**config.mk**
```make
export PLATFORM = sky130hd
export DESIGN_NAME = flyby_dma
export DESIGN_NICKNAME = d
export VERILOG_FILES = /design/src/rtl/flyby_dma_pkg.sv /design/src/rtl/flyby_dma_regs.sv /design/src/rtl/flyby_dma_beats.sv /design/src/rtl/flyby_dma_seq.sv /design/src/rtl/flyby_dma.sv
export SDC_FILE = /design/constraint.sdc
export NUM_CORES = 1
export LEC_CHECK = 0
export ABC_AREA = 0
export ABC_CLOCK_PERIOD_IN_PS = 6300
export BUFFER_PORTS_ARGS = -buffer_cell sky130_fd_sc_hd__buf_2
export CAP_MARGIN = 5
export CELL_PAD_IN_SITES_DETAIL_PLACEMENT = 0
export CELL_PAD_IN_SITES_GLOBAL_PLACEMENT = 2
export CORE_ASPECT_RATIO = 1.2
export CORE_UTILIZATION = 35
export DETAILED_ROUTE_END_ITERATION = 6
export GPL_TIMING_DRIVEN = 1
export PLACE_DENSITY = 0.94
export SYNTH_ARGS = -nofsm -noshare
export SYNTH_HDL_FRONTEND = slang
export SYNTH_HIERARCHICAL = 1
export SYNTH_SLANG_ARGS = --single-unit
```
**constraint.sdc**
```tcl
create_clock -name clk -period 6.3 [get_ports clk]
set_clock_uncertainty 0.15 [all_clocks]
set_input_delay 1.26 -clock clk [delete_from_list [all_inputs] [get_ports clk]]
set_output_delay 1.26 -clock clk [all_outputs]
set_load 0.03 [all_outputs]
```
**src/rtl/flyby_dma_pkg.sv**
```systemverilog
package flyby_dma_pkg;

    localparam int BURST_W = 4;
    localparam int CTRL_W  = 3 + BURST_W;

    localparam logic [1:0] MODE_SINGLE = 2'b00;
    localparam logic [1:0] MODE_BLOCK  = 2'b01;
    localparam logic [1:0] MODE_BURST  = 2'b10;

    localparam logic [1:0] SEL_ADDR = 2'd0;
    localparam logic [1:0] SEL_CNT  = 2'd1;
    localparam logic [1:0] SEL_CTRL = 2'd2;

    typedef enum logic [1:0] {
        ST_IDLE,
        ST_REQ,
        ST_SETUP,
        ST_STROBE
    } seq_state_t;

    typedef struct packed {
        logic [BURST_W-1:0] burst_m1;
        logic [1:0]         mode;
        logic               to_periph;
    } dma_ctrl_t;

    function automatic logic grant_ends(
        input logic [1:0]         mode,
        input logic [BURST_W-1:0] burst_m1,
        input logic [BURST_W-1:0] beats_done,
        input logic               last_item,
        input logic               dreq
    );
        logic stop;
        stop = last_item || !dreq;
        case (mode)
            MODE_BLOCK: ;
            MODE_BURST: stop = stop || (beats_done == burst_m1);
            default:    stop = 1'b1;
        endcase
        return stop;
    endfunction

endpackage

```
**src/rtl/flyby_dma_regs.sv**
```systemverilog
module flyby_dma_regs
    import flyby_dma_pkg::*;
#(
    parameter int ADDR_W = 16,
    parameter int CNT_W  = 8
) (
    input  logic              clk,
    input  logic              rst,
    input  logic              wr_en,
    input  logic [1:0]        wr_sel,
    input  logic [ADDR_W-1:0] wr_data,
    input  logic              step,
    output logic [ADDR_W-1:0] cur_addr,
    output logic [CNT_W-1:0]  cur_cnt,
    output dma_ctrl_t         ctrl,
    output logic              tc
);

    localparam logic [CNT_W-1:0] CNT_ONE = CNT_W'(1);

    always_ff @(posedge clk) begin
        if (rst) begin
            cur_addr <= '0;
            cur_cnt  <= '0;
            ctrl     <= '0;
            tc       <= 1'b0;
        end else if (step) begin
            cur_addr <= cur_addr + 1'b1;
            cur_cnt  <= cur_cnt - 1'b1;
            tc       <= (cur_cnt == CNT_ONE);
        end else if (wr_en) begin
            case (wr_sel)
                SEL_ADDR: cur_addr <= wr_data;
                SEL_CNT: begin
                    cur_cnt <= wr_data[CNT_W-1:0];
                    tc      <= 1'b0;
                end
                SEL_CTRL: ctrl <= dma_ctrl_t'(wr_data[CTRL_W-1:0]);
                default: ;
            endcase
        end
    end

    AST_ADDR_STEP: assert property (@(posedge clk) disable iff (rst)
        step |=> (cur_addr == $past(cur_addr) + 1'b1));

    AST_CNT_STEP: assert property (@(posedge clk) disable iff (rst)
        step |=> (cur_cnt == $past(cur_cnt) - 1'b1));

    AST_HOLD_STATE: assert property (@(posedge clk) disable iff (rst)
        (!wr_en && !step) |=> ($stable(cur_addr) && $stable(cur_cnt) && $stable(ctrl)));

endmodule

```
**src/rtl/flyby_dma_beats.sv**
```systemverilog
module flyby_dma_beats
    import flyby_dma_pkg::*;
(
    input  logic               clk,
    input  logic               rst,
    input  logic               clear,
    input  logic               inc,
    output logic [BURST_W-1:0] beats
);

    always_ff @(posedge clk) begin
        if (rst || clear) begin
            beats <= '0;
        end else if (inc) begin
            beats <= beats + 1'b1;
        end
    end

    AST_BEATS_CLEAR: assert property (@(posedge clk) disable iff (rst)
        clear |=> (beats == '0));

endmodule

```
**src/rtl/flyby_dma_seq.sv**
```systemverilog
module flyby_dma_seq
    import flyby_dma_pkg::*;
(
    input  logic               clk,
    input  logic               rst,
    input  logic               dreq,
    input  logic               hold_ack,
    input  logic               cnt_nonzero,
    input  logic               last_item,
    input  logic [1:0]         mode,
    input  logic [BURST_W-1:0] burst_m1,
    input  logic [BURST_W-1:0] beats,
    output seq_state_t         state,
    output logic               step,
    output logic               grant_start
);

    seq_state_t state_nx;
    logic       stop_now;

    assign stop_now    = grant_ends(mode, burst_m1, beats, last_item, dreq);
    assign step        = (state == ST_STROBE);
    assign grant_start = (state == ST_REQ) && hold_ack;

    always_comb begin
        state_nx = state;
        case (state)
            ST_IDLE:   if (dreq && cnt_nonzero && !hold_ack) state_nx = ST_REQ;
            ST_REQ:    if (hold_ack) state_nx = ST_SETUP;
            ST_SETUP:  state_nx = ST_STROBE;
            ST_STROBE: state_nx = stop_now ? ST_IDLE : ST_SETUP;
            default:   state_nx = ST_IDLE;
        endcase
    end

    always_ff @(posedge clk) begin
        if (rst) begin
            state <= ST_IDLE;
        end else begin
            state <= state_nx;
        end
    end

    AST_REQ_WAITS: assert property (@(posedge clk) disable iff (rst)
        (state == ST_REQ && !hold_ack) |=> (state == ST_REQ));

    AST_SINGLE_ONE: assert property (@(posedge clk) disable iff (rst)
        (step && (mode == MODE_SINGLE)) |=> (state == ST_IDLE));

    AST_DREQ_DROP: assert property (@(posedge clk) disable iff (rst)
        (step && !dreq) |=> (state == ST_IDLE));

endmodule

```
**src/rtl/flyby_dma.sv**
```systemverilog
module flyby_dma
    import flyby_dma_pkg::*;
#(
    parameter int ADDR_W = 16,
    parameter int CNT_W  = 8
) (
    input  logic              clk,
    input  logic              rst,
    input  logic              reg_we,
    input  logic [1:0]        reg_sel,
    input  logic [ADDR_W-1:0] reg_wdata,
    output logic              hold_req,
    input  logic              hold_ack,
    input  logic              dreq,
    output logic              dack,
    output logic [ADDR_W-1:0] mem_addr,
    output logic              mem_addr_oe,
    output logic              mem_rd,
    output logic              mem_wr,
    output logic              tc
);

    localparam logic [CNT_W-1:0] CNT_ONE = CNT_W'(1);

    seq_state_t         state;
    logic               step;
    logic               grant_start;
    logic [ADDR_W-1:0]  cur_addr;
    logic [CNT_W-1:0]   cur_cnt;
    dma_ctrl_t          ctrl;
    logic [BURST_W-1:0] beats;
    logic               wr_ok;
    logic               strobing;

    assign wr_ok = reg_we && (state == ST_IDLE);

    flyby_dma_regs #(.ADDR_W(ADDR_W), .CNT_W(CNT_W)) u_regs (
        .clk      (clk),
        .rst      (rst),
        .wr_en    (wr_ok),
        .wr_sel   (reg_sel),
        .wr_data  (reg_wdata),
        .step     (step),
        .cur_addr (cur_addr),
        .cur_cnt  (cur_cnt),
        .ctrl     (ctrl),
        .tc       (tc)
    );

    flyby_dma_beats u_beats (
        .clk   (clk),
        .rst   (rst),
        .clear (grant_start),
        .inc   (step),
        .beats (beats)
    );

    flyby_dma_seq u_seq (
        .clk         (clk),
        .rst         (rst),
        .dreq        (dreq),
        .hold_ack    (hold_ack),
        .cnt_nonzero (cur_cnt != '0),
        .last_item   (cur_cnt == CNT_ONE),
        .mode        (ctrl.mode),
        .burst_m1    (ctrl.burst_m1),
        .beats       (beats),
        .state       (state),
        .step        (step),
        .grant_start (grant_start)
    );

    assign strobing    = (state == ST_STROBE);
    assign hold_req    = (state != ST_IDLE);
    assign mem_addr_oe = (state == ST_SETUP) || strobing;
    assign mem_addr    = mem_addr_oe ? cur_addr : '0;
    assign mem_rd      = strobing && ctrl.to_periph;
    assign mem_wr      = strobing && !ctrl.to_periph;
    assign dack        = strobing;

    AST_BUS_NEEDS_HOLD: assert property (@(posedge clk) disable iff (rst)
        mem_addr_oe |-> (hold_req && hold_ack));

    AST_STROBE_AFTER_SETUP: assert property (@(posedge clk) disable iff (rst)
        (mem_rd || mem_wr) |-> ($past(mem_addr_oe) && !$past(mem_rd || mem_wr)
                                && (mem_addr == $past(mem_addr))));

    AST_ONE_STROBE: assert property (@(posedge clk) disable iff (rst)
        !(mem_rd && mem_wr));

    AST_TC_QUIET: assert property (@(posedge clk) disable iff (rst)
        tc |-> !hold_req);

    AST_BURST_CAP: assert property (@(posedge clk) disable iff (rst)
        (strobing && ctrl.mode == MODE_BURST) |-> (beats <= ctrl.burst_m1));

endmodule

```
==> results of run 1 <==
synth_stat cells (6+ instances only):
library cell	instances	area, um^2
a211oi_1	7	52.6
a21oi_1	17	85.1
and2_1	20	125
clkbuf_1	6	22.5
dfxtp_1	38	761
ha_1	6	75.1
inv_1	11	41.3
mux2i_1	9	90.1
nand2_1	17	63.8
nand3_1	7	35.0
nor2_1	32	120
nor3_1	9	45.0
o21ai_0	7	35.0
routing by layer:
layer  vias to the layer above  GRT usage  part of all wire
met5                         -          0                 0
li1                       1070          -                 -
met2                        58      0.315              0.50
met3                        10     0.0362             0.039
met4                         0     0.0625             0.019
met1                      1004      0.217              0.44
final timing paths:
kind / start / endpoint / slack [ns] / depth (start not counted)
max reg2reg: u_seq/state[1]$_SDFFE_PP0P_ / u_regs/cur_addr[8]$_SDFFE_PP0P_ / 3.55 / 6
min reg2reg: u_regs/tc$_SDFFE_PP0P_ / u_regs/tc$_SDFFE_PP0P_ / 0.37 / 2
max: u_seq/state[1]$_SDFFE_PP0P_ / mem_wr / 3.29 / 3
min: u_regs/tc$_SDFFE_PP0P_ / u_regs/tc$_SDFFE_PP0P_ / 0.37 / 2
cell families (layout without fill, tap and decap cells):
| family | Yosys count | in the layout | synth area share |
|---|---|---|---|
| AO/OA/AOI/OAI | 60 | 60 | 0.188 |
| XOR/XNOR | 7 | 7 | 0.0266 |
| adder cells (fa/ha/maj) | 6 | 6 | 0.0325 |
| buffers and inverters | 23 | 64 | 0.0455 |
| flip-flops | 38 | 38 | 0.330 |
| multiplexers | 13 | 13 | 0.0585 |
| AND/OR/NAND/NOR | 125 | 125 | 0.320 |
metrics by stage:
stage / std cells / area, um^2
detailed placement: 390 / 2580
floorplan: 272 / 2310
CTS: 398 / 2690
global route: 398 / 2690
finish: 398 / 2690
global placement: 390 / 2580
final cells by class:
class,count,area [um^2]
clock inverter,1,30.0
fill,675,3710
tap,85,106
inverter,11,41.3
timing repair buffer,45,228
sequential,38,761
multi-input combinational,211,1450
clock buffer,7,76.3
registers in the layout, indices dropped and copies added, names as in the netlist:
signal / count
u_beats/beats: 4
u_regs/cur_cnt: 8
u_regs/ctrl: 7
u_seq/state: 2
u_regs/tc: 1
u_regs/cur_addr: 16
worst max-delay path, delay by kind of cell, from the launching register on:
kind	cells	cell delay [ns]
buf+inv	1	0.19
flops	1	0.76
simple gates	2	0.37
report_power, final:
group	switching (mW)	internal, mW
clock network	0.0848	0.118
logic	0.0390	0.0317
registers	0.0147	0.250
total	0.139	0.400
==> results by group, run 1 <==
Status
  – Outcome: complete, no violations

Global route
  – Largest net degree at the start of global routing: 38
  – Vias in the first global route: 2037
  – GRT Total Usage: 0.180
  – Antenna violations before repair: 0
  – GR Overflow Total: 0
  – First-pass GRT wire length: 9.92 mm

Layout
  – Util after Layout: 0.420
  – Most frequent cells in the layout: 44 x buf_2, 38 x dfxtp_1, 32 x nor2_1
  – Commonest non-fill, non-tap cell in the layout: buf_2
  – P&R area growth vs syn: 16.6%
  – Layout cells sized above 1: 0.233
  – Ant. Diodes: 0
  – Layout Nets: 341

Pwr
  – Leakage: 1.04 nW
  – Worst-case vdd ir drop: 105 uV
  – Pwr Total: 0.539 mW
  – Pwr dens: 200 nW/um^2

Floorplanning
  – IO Pins: 45
  – Rows: 32
  – Die area: 6930 um^2
  – Core Footprint: 6410 um^2
  – Initial Utilization: 0.360
  – Die Span X: 76.1 um
  – Die height: 91.0 um

Place
  – Post-place setup slack: 3.01 ns
  – DP HPWL: 4.24 mm
  – Placer congestion estimate: 0.795
  – I/O Buffers: 44

Logic synthesis
  – EDFF count, synth: 0
  – Syn Nets: 301
  – Share of synthesized flip-flops with an asynchronous set or reset: 0
  – Synth Flop Type: dfxtp_1
  – Post-Syn Instances: 272
  – Syn_area_per_cell: 8.49 um^2
  – Register area share after synthesis: 0.330
  – Distinct cells, synth: 62
  – Post-synthesis register bit count: 38
  – Mapped Area: 2310 um^2
  – Yosys warning count: 6

Clock network
  – CTS tree: done
  – Max Root-Sink Buffers: 2
  – Post-CTS Setup Bufs: 0
  – CTS H-tree lvls: 2
  – Clk sinks: 38
  – Post_cts resized: 0
  – Post-CTS Hold Fix Bufs: 0
  – Clock slew at reported path FFs: 0.07 ns
  – CTS buffer count: 5
  – Clock Tree Root: clkbuf_8
  – Worst-Skew Late Latency: 0.29 ns

STA
  – Final worst-path cycle share: 0.477
  – Final-report setup violation count: 0
  – Final Critical Period: 3.01 ns
  – Worst slew pin tran: 1.10 ns
  – Final-report max-slew violation count: 0
  – Hold Slack: 0.373 ns
  – Fin. Hold Viols: 0
  – RSZ-0062 raised after global routing: false
  – TNS Setup: 0 ns
  – Final setup margin: 3.29 ns
  – Max Clock Freq: 332 MHz
  – Max_slew headroom: 0.257

Drt
  – Starting DRC count in detailed routing: 115
  – DR pass1 iterations: 4
  – Vias/cell: 5.38
  – DR DRC count: 0
  – Overall routed net length: 5.88 mm
  – Avg WL per Cell: 14.8 um
  – Routed via count: 2142
  – Antenna Nets Post-Route: 0

Setup path
  – CP Capture Type: output pin
  – Critical path class: register to output pin
  – WP data arrival: 1.60 ns
  – Required time worst endpoint: 4.89 ns
  – Crit path launch type: register
  – Slowest Stage Delay on Critical Path: 0.76 ns
  – Slowest-stage cell, CP: dfxtp_1
  – Cell breakdown of the critical path: and2_1 > nor2b_4 > buf_2
  – Worst Path Max Fanout: 24

Worst hold path
  – HP Class: register to register

Flow run
  – Max cap viols: 0
Note: power is estimated with default switching activity, not from simulation.
==> run 2: changes to the inputs <==
--- a/config.mk
+++ b/config.mk
@@ -6,16 +6,16 @@
 export NUM_CORES = 1
 export LEC_CHECK = 0
 export ABC_AREA = 0
-export ABC_CLOCK_PERIOD_IN_PS = 6300
+export ABC_CLOCK_PERIOD_IN_PS = 2700
 export BUFFER_PORTS_ARGS = -buffer_cell sky130_fd_sc_hd__buf_2
 export CAP_MARGIN = 5
 export CELL_PAD_IN_SITES_DETAIL_PLACEMENT = 0
 export CELL_PAD_IN_SITES_GLOBAL_PLACEMENT = 2
 export CORE_ASPECT_RATIO = 1.2
-export CORE_UTILIZATION = 35
+export CORE_UTILIZATION = 29
 export DETAILED_ROUTE_END_ITERATION = 6
 export GPL_TIMING_DRIVEN = 1
-export PLACE_DENSITY = 0.94
+export PLACE_DENSITY = 0.84
 export SYNTH_ARGS = -nofsm -noshare
 export SYNTH_HDL_FRONTEND = slang
 export SYNTH_HIERARCHICAL = 1
==> constraint.sdc (replaced) <==
create_clock -name clk -period 2.7 [get_ports clk]
set_clock_uncertainty 0.15 [all_clocks]
set_input_delay 0.54 -clock clk [delete_from_list [all_inputs] [get_ports clk]]
set_output_delay 0.54 -clock clk [all_outputs]
set_load 0.03 [all_outputs]
==> run 2 against run 1 <==
Net effect:
- first-iteration DRC count fell by 6.1%
- global-route usage shrank 2.7 points
- non-clock buffer count rose by 6
- die area increased by 20%
- setup slack worse by 2.9 ns
- worst hold slack worse by 0.020 ns
- highest routed layer unchanged
==> results by group, run 2 (synthesis results as in run 1) <==
STA
  – TNS Setup: 0 ns (unchanged)
  – Final Critical Period: 2.34 ns
  – RSZ-0062 raised after global routing: false (unchanged)
  – Max Clock Freq: 427 MHz
  – Worst slew pin tran: 0.571 ns (was 1.10 ns)
  – Fin. Hold Viols: 0 (unchanged)
  – Final-report max-slew violation count: 0 (unchanged)
  – Final worst-path cycle share: 0.868
  – Max_slew headroom: 0.619 (was 0.257)
  – Final-report setup violation count: 0 (unchanged)

Clock network
  – Post_cts resized: 0 (unchanged)
  – CTS buffer count: 5 (unchanged)
  – Max Root-Sink Buffers: 2 (unchanged)
  – Clk sinks: 38 (unchanged)
  – Clock slew at reported path FFs: 0.07 ns (about the same)
  – Post-CTS Hold Fix Bufs: 0 (unchanged)
  – CTS tree: done (unchanged)
  – Post-CTS Setup Bufs: 0 (unchanged)
  – Clock Tree Root: clkbuf_8 (unchanged)
  – Worst-Skew Late Latency: 0.29 ns (about the same)
  – CTS H-tree lvls: 2 (unchanged)

Setup path
  – Required time worst endpoint: 2.77 ns (was 4.89 ns)
  – Slowest-stage cell, CP: nor3b_4 (was dfxtp_1)
  – WP data arrival: 2.42 ns (was 1.60 ns)
  – Slowest Stage Delay on Critical Path: 0.52 ns (was 0.76 ns)
  – Cell breakdown of the critical path: or2_4 > nor2_1 > nor3b_4 > and2_1 > buf_4 > a22oi_1 > a21oi_1 (was and2_1 > nor2b_4 > buf_2)
  – Worst Path Buf+Inv: 1 (unchanged)
  – Top delay family on crit path: simple AND/OR/NAND/NOR gates (was flip-flops)
  – R2R Setup Slk: 0.36 ns (was 3.55 ns)
  – Crit path launch type: register (unchanged)
  – CP Capture Type: register (was output pin)
  – Worst Path Max Fanout: 10 (was 24)
  – Critical path class: register to register (was register to output pin)

Global route
  – First-pass GRT wire length: 10.2 mm (was 9.92 mm)
  – GRT Total Usage: 0.153 (was 0.180)
  – Largest net degree at the start of global routing: 33 (was 38)
  – Vias in the first global route: 2098 (was 2037)
  – GR Overflow Total: 0 (unchanged)
  – Antenna violations before repair: 0 (unchanged)

Layout
  – Max reg flops: 16 (unchanged)
  – Ant. Diodes: 0 (unchanged)
  – Layout Nets: 347 (was 341)
  – P&R area growth vs syn: 18.2% (was 16.6%)
  – Register bank with the most flops: u_regs/cur_addr (unchanged)
  – Layout cells sized above 1: 0.245 (was 0.233)
  – Most frequent cells in the layout: 44 x buf_2, 38 x dfxtp_1, 32 x nor2_1 (unchanged)
  – Util after Layout: 0.354 (was 0.420)
  – Commonest non-fill, non-tap cell in the layout: buf_2 (unchanged)
  – Top flop regs: u_regs/cur_addr (16), u_regs/cur_cnt (8), u_regs/ctrl (7) (unchanged)

Floorplanning
  – Die Span X: 83.4 um (was 76.1 um)
  – Die height: 99.7 um (was 91.0 um)
  – Die area: 8320 um^2 (was 6930 um^2)
  – Core Footprint: 7710 um^2 (was 6410 um^2)
  – Initial Utilization: 0.300 (was 0.360)
  – Rows: 35 (was 32)
  – IO Pins: 45 (unchanged)

Place
  – Placer congestion estimate: 0.768 (was 0.795)
  – I/O Buffers: 44 (unchanged)
  – DP HPWL: 4.60 mm (was 4.24 mm)

Pwr
  – Worst-case vdd ir drop: 202 uV (was 105 uV)
  – Pwr dens: 425 nW/um^2 (was 200 nW/um^2)
  – Leakage: 1.06 nW (was 1.04 nW)
  – Pwr Total: 1.16 mW (was 0.539 mW)

Drt
  – Antenna Nets Post-Route: 0 (unchanged)
  – Starting DRC count in detailed routing: 108 (was 115)
  – Vias/cell: 5.25 (was 5.38)
  – DR DRC count: 0 (unchanged)
  – DR pass1 iterations: 4 (unchanged)
  – Avg WL per Cell: 15.0 um (was 14.8 um)
  – Routed via count: 2151 (was 2142)
  – Overall routed net length: 6.17 mm (was 5.88 mm)

Flow run
  – Max cap viols: 0 (unchanged)

Worst hold path
  – HP Class: input port to register (was register to register)

Status
  – Outcome: complete, no violations (unchanged)
run 2: power breakdown:
part	total [mW]	switching (mW)	internal [mW]	leakage [nW]
combinational	0.176	0.0965	0.0790	0.717
clock	0.370	0.192	0.178	0.0383
sequential	0.614	0.0306	0.583	0.308
total	1.16	0.319	0.840	1.06
run 2: metrics by stage:
step           worst slack, ns  instances  instance area [um^2]  hold slack [ns]
6_report                 0.356        410                  2730            0.353
4_1_cts                  0.355        410                  2730            0.340
2_1_floorplan            0.595        272                  2310            0.325
3_3_place_gp             0.433        403                  2650            0.351
5_1_grt                  0.159        410                  2730            0.342
3_5_place_dp             0.346        403                  2650            0.344
run 2: routing by layer:
| layer | wire length, um | part of all wire | up-vias | track usage |
|---|---|---|---|---|
| met1 | 2690 | 0.44 | 1006 | 0.173 |
| met4 | 51 | 0.0083 | 0 | 0.0352 |
| met5 | 0 | 0 | - | 0 |
| met3 | 283 | 0.046 | 6 | 0.0382 |
| met2 | 3140 | 0.51 | 56 | 0.286 |
| li1 | - | - | 1083 | - |
run 2: final cells by class:
cell class / instances / area, um^2
fillers: 833 / 4980
multi-input cells: 211 / 1450
flip-flops and latches: 38 / 761
repair buffers: 51 / 285
well taps: 92 / 115
clock buffers: 7 / 76.3
inverters: 11 / 41.3
run 2: worst min-delay path, cell delays in order:
cell	delay, ns
buf_2	0.10
nand2_1	0.05
a31oi_1	0.06
run 2: path summary, 6_finish.rpt:
kind                                                   from                          endpoint  cells past startpoint
worst max-delay path            u_seq/state[1]$_SDFFE_PP0P_  u_regs/cur_addr[14]$_SDFFE_PP0P_                      7
worst min-delay path                          reg_wdata[10]  u_regs/cur_addr[10]$_SDFFE_PP0P_                      3
worst max register to register  u_seq/state[1]$_SDFFE_PP0P_  u_regs/cur_addr[14]$_SDFFE_PP0P_                      7
worst min register to register       u_regs/tc$_SDFFE_PP0P_            u_regs/tc$_SDFFE_PP0P_                      2
==> run 3: changes to the inputs <==
--- a/config.mk
+++ b/config.mk
@@ -12,6 +12,7 @@
 export CELL_PAD_IN_SITES_DETAIL_PLACEMENT = 0
 export CELL_PAD_IN_SITES_GLOBAL_PLACEMENT = 2
 export CORE_ASPECT_RATIO = 1.2
+export CORE_MARGIN = 5
 export CORE_UTILIZATION = 29
 export DETAILED_ROUTE_END_ITERATION = 6
 export GPL_TIMING_DRIVEN = 1
==> run 3 against run 2 <==
Net effect:
- sequential power about the same
- setup slack improved by 0.088 ns
- combinational power about the same
- critical path depth is 1 lower
- critical endpoint is now u_regs/cur_addr[8]$_SDFFE_PP0P_
- highest routed layer unchanged
==> results by group, run 3 (synthesis results as in run 1) <==
Setup path
  – R2R Setup Slk: 0.44 ns (was 0.36 ns)
  – Worst r2r src: u_seq/state[1]$_SDFFE_PP0P_ (unchanged)
  – CP Capture Type: register (unchanged)
  – Reg2reg end: u_regs/cur_addr[8]$_SDFFE_PP0P_ (was u_regs/cur_addr[14]$_SDFFE_PP0P_)
  – Crit path launch type: register (unchanged)
  – Required time worst endpoint: 2.77 ns (about the same)
  – Worst Path Max Fanout: 11 (was 10)
  – Critical path class: register to register (unchanged)
  – Reg2Reg Depth: 6 (was 7)
  – WP data arrival: 2.33 ns (was 2.42 ns)

Clock network
  – Clk sinks: 38 (unchanged)
  – CTS tree: done (unchanged)
  – Max Root-Sink Buffers: 2 (unchanged)
  – Clock slew at reported path FFs: 0.08 ns (was 0.07 ns)
  – Post-CTS Hold Fix Bufs: 0 (unchanged)
  – Post_cts resized: 0 (unchanged)
  – CTS buffer count: 5 (unchanged)
  – CTS H-tree lvls: 2 (unchanged)
  – Worst-Skew Late Latency: 0.30 ns (was 0.29 ns)
  – Clock Tree Root: clkbuf_8 (unchanged)
  – Post-CTS Setup Bufs: 0 (unchanged)

Pwr
  – Switching power: 0.339 mW (was 0.319 mW)
  – Pwr dens: 433 nW/um^2 (was 425 nW/um^2)
  – Leakage: 1.07 nW (was 1.06 nW)
  – Pwr Total: 1.18 mW (was 1.16 mW)
  – Clock share of power: 0.329 (was 0.319)
  – Logic pwr share: 0.150 (was 0.151)
  – Sw frac: 0.287 (was 0.275)
  – Sequential fraction of design power: 0.521 (was 0.530)
  – P_int: 0.840 mW (about the same)
  – Worst-case vdd ir drop: 302 uV (was 202 uV)

Floorplanning
  – Rows: 35 (unchanged)
  – Initial Utilization: 0.300 (unchanged)
  – Die area: 9850 um^2 (was 8320 um^2)
  – Core Footprint: 7710 um^2 (unchanged)
  – Die height: 108 um (was 99.7 um)
  – Die Span X: 91.4 um (was 83.4 um)
  – IO Pins: 45 (unchanged)

Drt
  – Routed via count: 2176 (was 2151)
  – Antenna Nets Post-Route: 0 (unchanged)
  – Vias/cell: 5.29 (was 5.25)
  – DR DRC count: 0 (unchanged)
  – Overall routed net length: 6.45 mm (was 6.17 mm)
  – Avg WL per Cell: 15.7 um (was 15.0 um)
  – Starting DRC count in detailed routing: 100 (was 108)
  – DR pass1 iterations: 5 (was 4)

STA
  – Worst slew pin tran: 0.552 ns (was 0.571 ns)
  – Max Clock Freq: 443 MHz (was 427 MHz)
  – RSZ-0062 raised after global routing: false (unchanged)
  – Max_slew headroom: 0.632 (was 0.619)
  – TNS Setup: 0 ns (unchanged)
  – Fin. Hold Viols: 0 (unchanged)
  – Final-report setup violation count: 0 (unchanged)
  – Final worst-path cycle share: 0.836 (was 0.868)
  – Final-report max-slew violation count: 0 (unchanged)
  – Final Critical Period: 2.26 ns (was 2.34 ns)
  – Final setup margin: 0.444 ns (was 0.356 ns)

Place
  – Placer congestion estimate: 0.802 (was 0.768)
  – DP HPWL: 4.84 mm (was 4.60 mm)
  – Post-place setup slack: 0.480 ns (was 0.346 ns)
  – I/O Buffers: 44 (unchanged)

Layout
  – Total area of sequential cells: 761 um^2 (unchanged)
  – P&R area growth vs syn: 17.9% (was 18.2%)
  – Util after Layout: 0.353 (was 0.354)
  – Most frequent cells in the layout: 44 x buf_2, 38 x dfxtp_1, 32 x nor2_1 (unchanged)
  – Layout cells sized above 1: 0.248 (was 0.245)
  – Top flop regs: u_regs/cur_addr (16), u_regs/cur_cnt (8), u_regs/ctrl (7) (unchanged)
  – Register bank with the most flops: u_regs/cur_addr (unchanged)
  – Ant. Diodes: 0 (unchanged)
  – Commonest non-fill, non-tap cell in the layout: buf_2 (unchanged)
  – Multi-input logic area: 1450 um^2 (unchanged)
  – Max reg flops: 16 (unchanged)
  – Fill count: 816 (was 833)
  – Layout Nets: 348 (was 347)

Status
  – Outcome: complete, no violations (unchanged)

Worst hold path
  – Hold Startpoint: reg_wdata[10] (unchanged)
  – Hold depth: 3 (unchanged)
  – HP Class: input port to register (unchanged)
  – Hold Path Sink: u_regs/cur_addr[10]$_SDFFE_PP0P_ (unchanged)

Global route
  – GRT Total Usage: 0.131 (was 0.153)
  – Antenna violations before repair: 0 (unchanged)
  – First-pass GRT wire length: 10.4 mm (was 10.2 mm)
  – Vias in the first global route: 2107 (was 2098)
  – GR Overflow Total: 0 (unchanged)
  – Largest net degree at the start of global routing: 27 (was 33)

Flow run
  – Max cap viols: 0 (unchanged)
run 3: cell types whose count changed in the layout (fill, tap and decap cells not counted):
cell,delta
buf_4,+2
buf_12,-1
run 3: per-stage QoR:
stage	hold slack (ns)	instances	cell area (um^2)
floorplan	0.325	272	2310
global placement	0.346	404	2650
detailed placement	0.351	404	2650
CTS	0.340	411	2720
global route	0.362	411	2720
finish	0.339	411	2720
run 3: power by group through the flow:
stage	clock network (mW)	logic, mW	registers [mW]
after floorplan	0	0.121	0.618
after global placement	0	0.177	0.627
after detailed placement	0	0.177	0.627
after CTS	0.394	0.178	0.614
after global routing	0.419	0.195	0.619
final	0.388	0.177	0.614
run 3: area by class of cell:
class,count,share of cell area
clock buffer,7,0.0280
inverter,11,0.0152
multi-input combinational,211,0.532
sequential,38,0.279
tap,92,0.0423
timing repair buffer,52,0.103
run 3: worst max-delay path: stages, from the launching register on:
cell and delay, ns:
dfxtp_1 0.41, or2_4 0.27, nor2_1 0.25, nor3b_4 0.37
and2_1 0.42, a311oi_1 0.11, nor4_2 0.21
run 3: how the worst max path moves through the flow:
stage	slack, ns	startpoint	endpoint	depth (start not counted)
global placement	0.49	reg_we	u_regs/cur_addr[6]$_SDFFE_PP0P_	7
finish	0.44	u_seq/state[1]$_SDFFE_PP0P_	u_regs/cur_addr[8]$_SDFFE_PP0P_	6
global route	0.33	u_seq/state[1]$_SDFFE_PP0P_	u_regs/cur_addr[8]$_SDFFE_PP0P_	6
floorplan	0.59	u_seq/state[1]$_SDFFE_PP0P_	u_regs/cur_addr[8]$_SDFFE_PP0P_	8
CTS	0.46	u_seq/state[1]$_SDFFE_PP0P_	u_regs/cur_addr[8]$_SDFFE_PP0P_	6
detailed placement	0.48	reg_we	u_regs/cur_addr[8]$_SDFFE_PP0P_	7
run 3: routing by layer:
layer	track usage	vias up	part of all wire
met3	0.0371	11	0.055
met1	0.158	1021	0.45
met5	0	-	0
li1	-	1087	-
met2	0.223	57	0.48
met4	0.0409	0	0.018
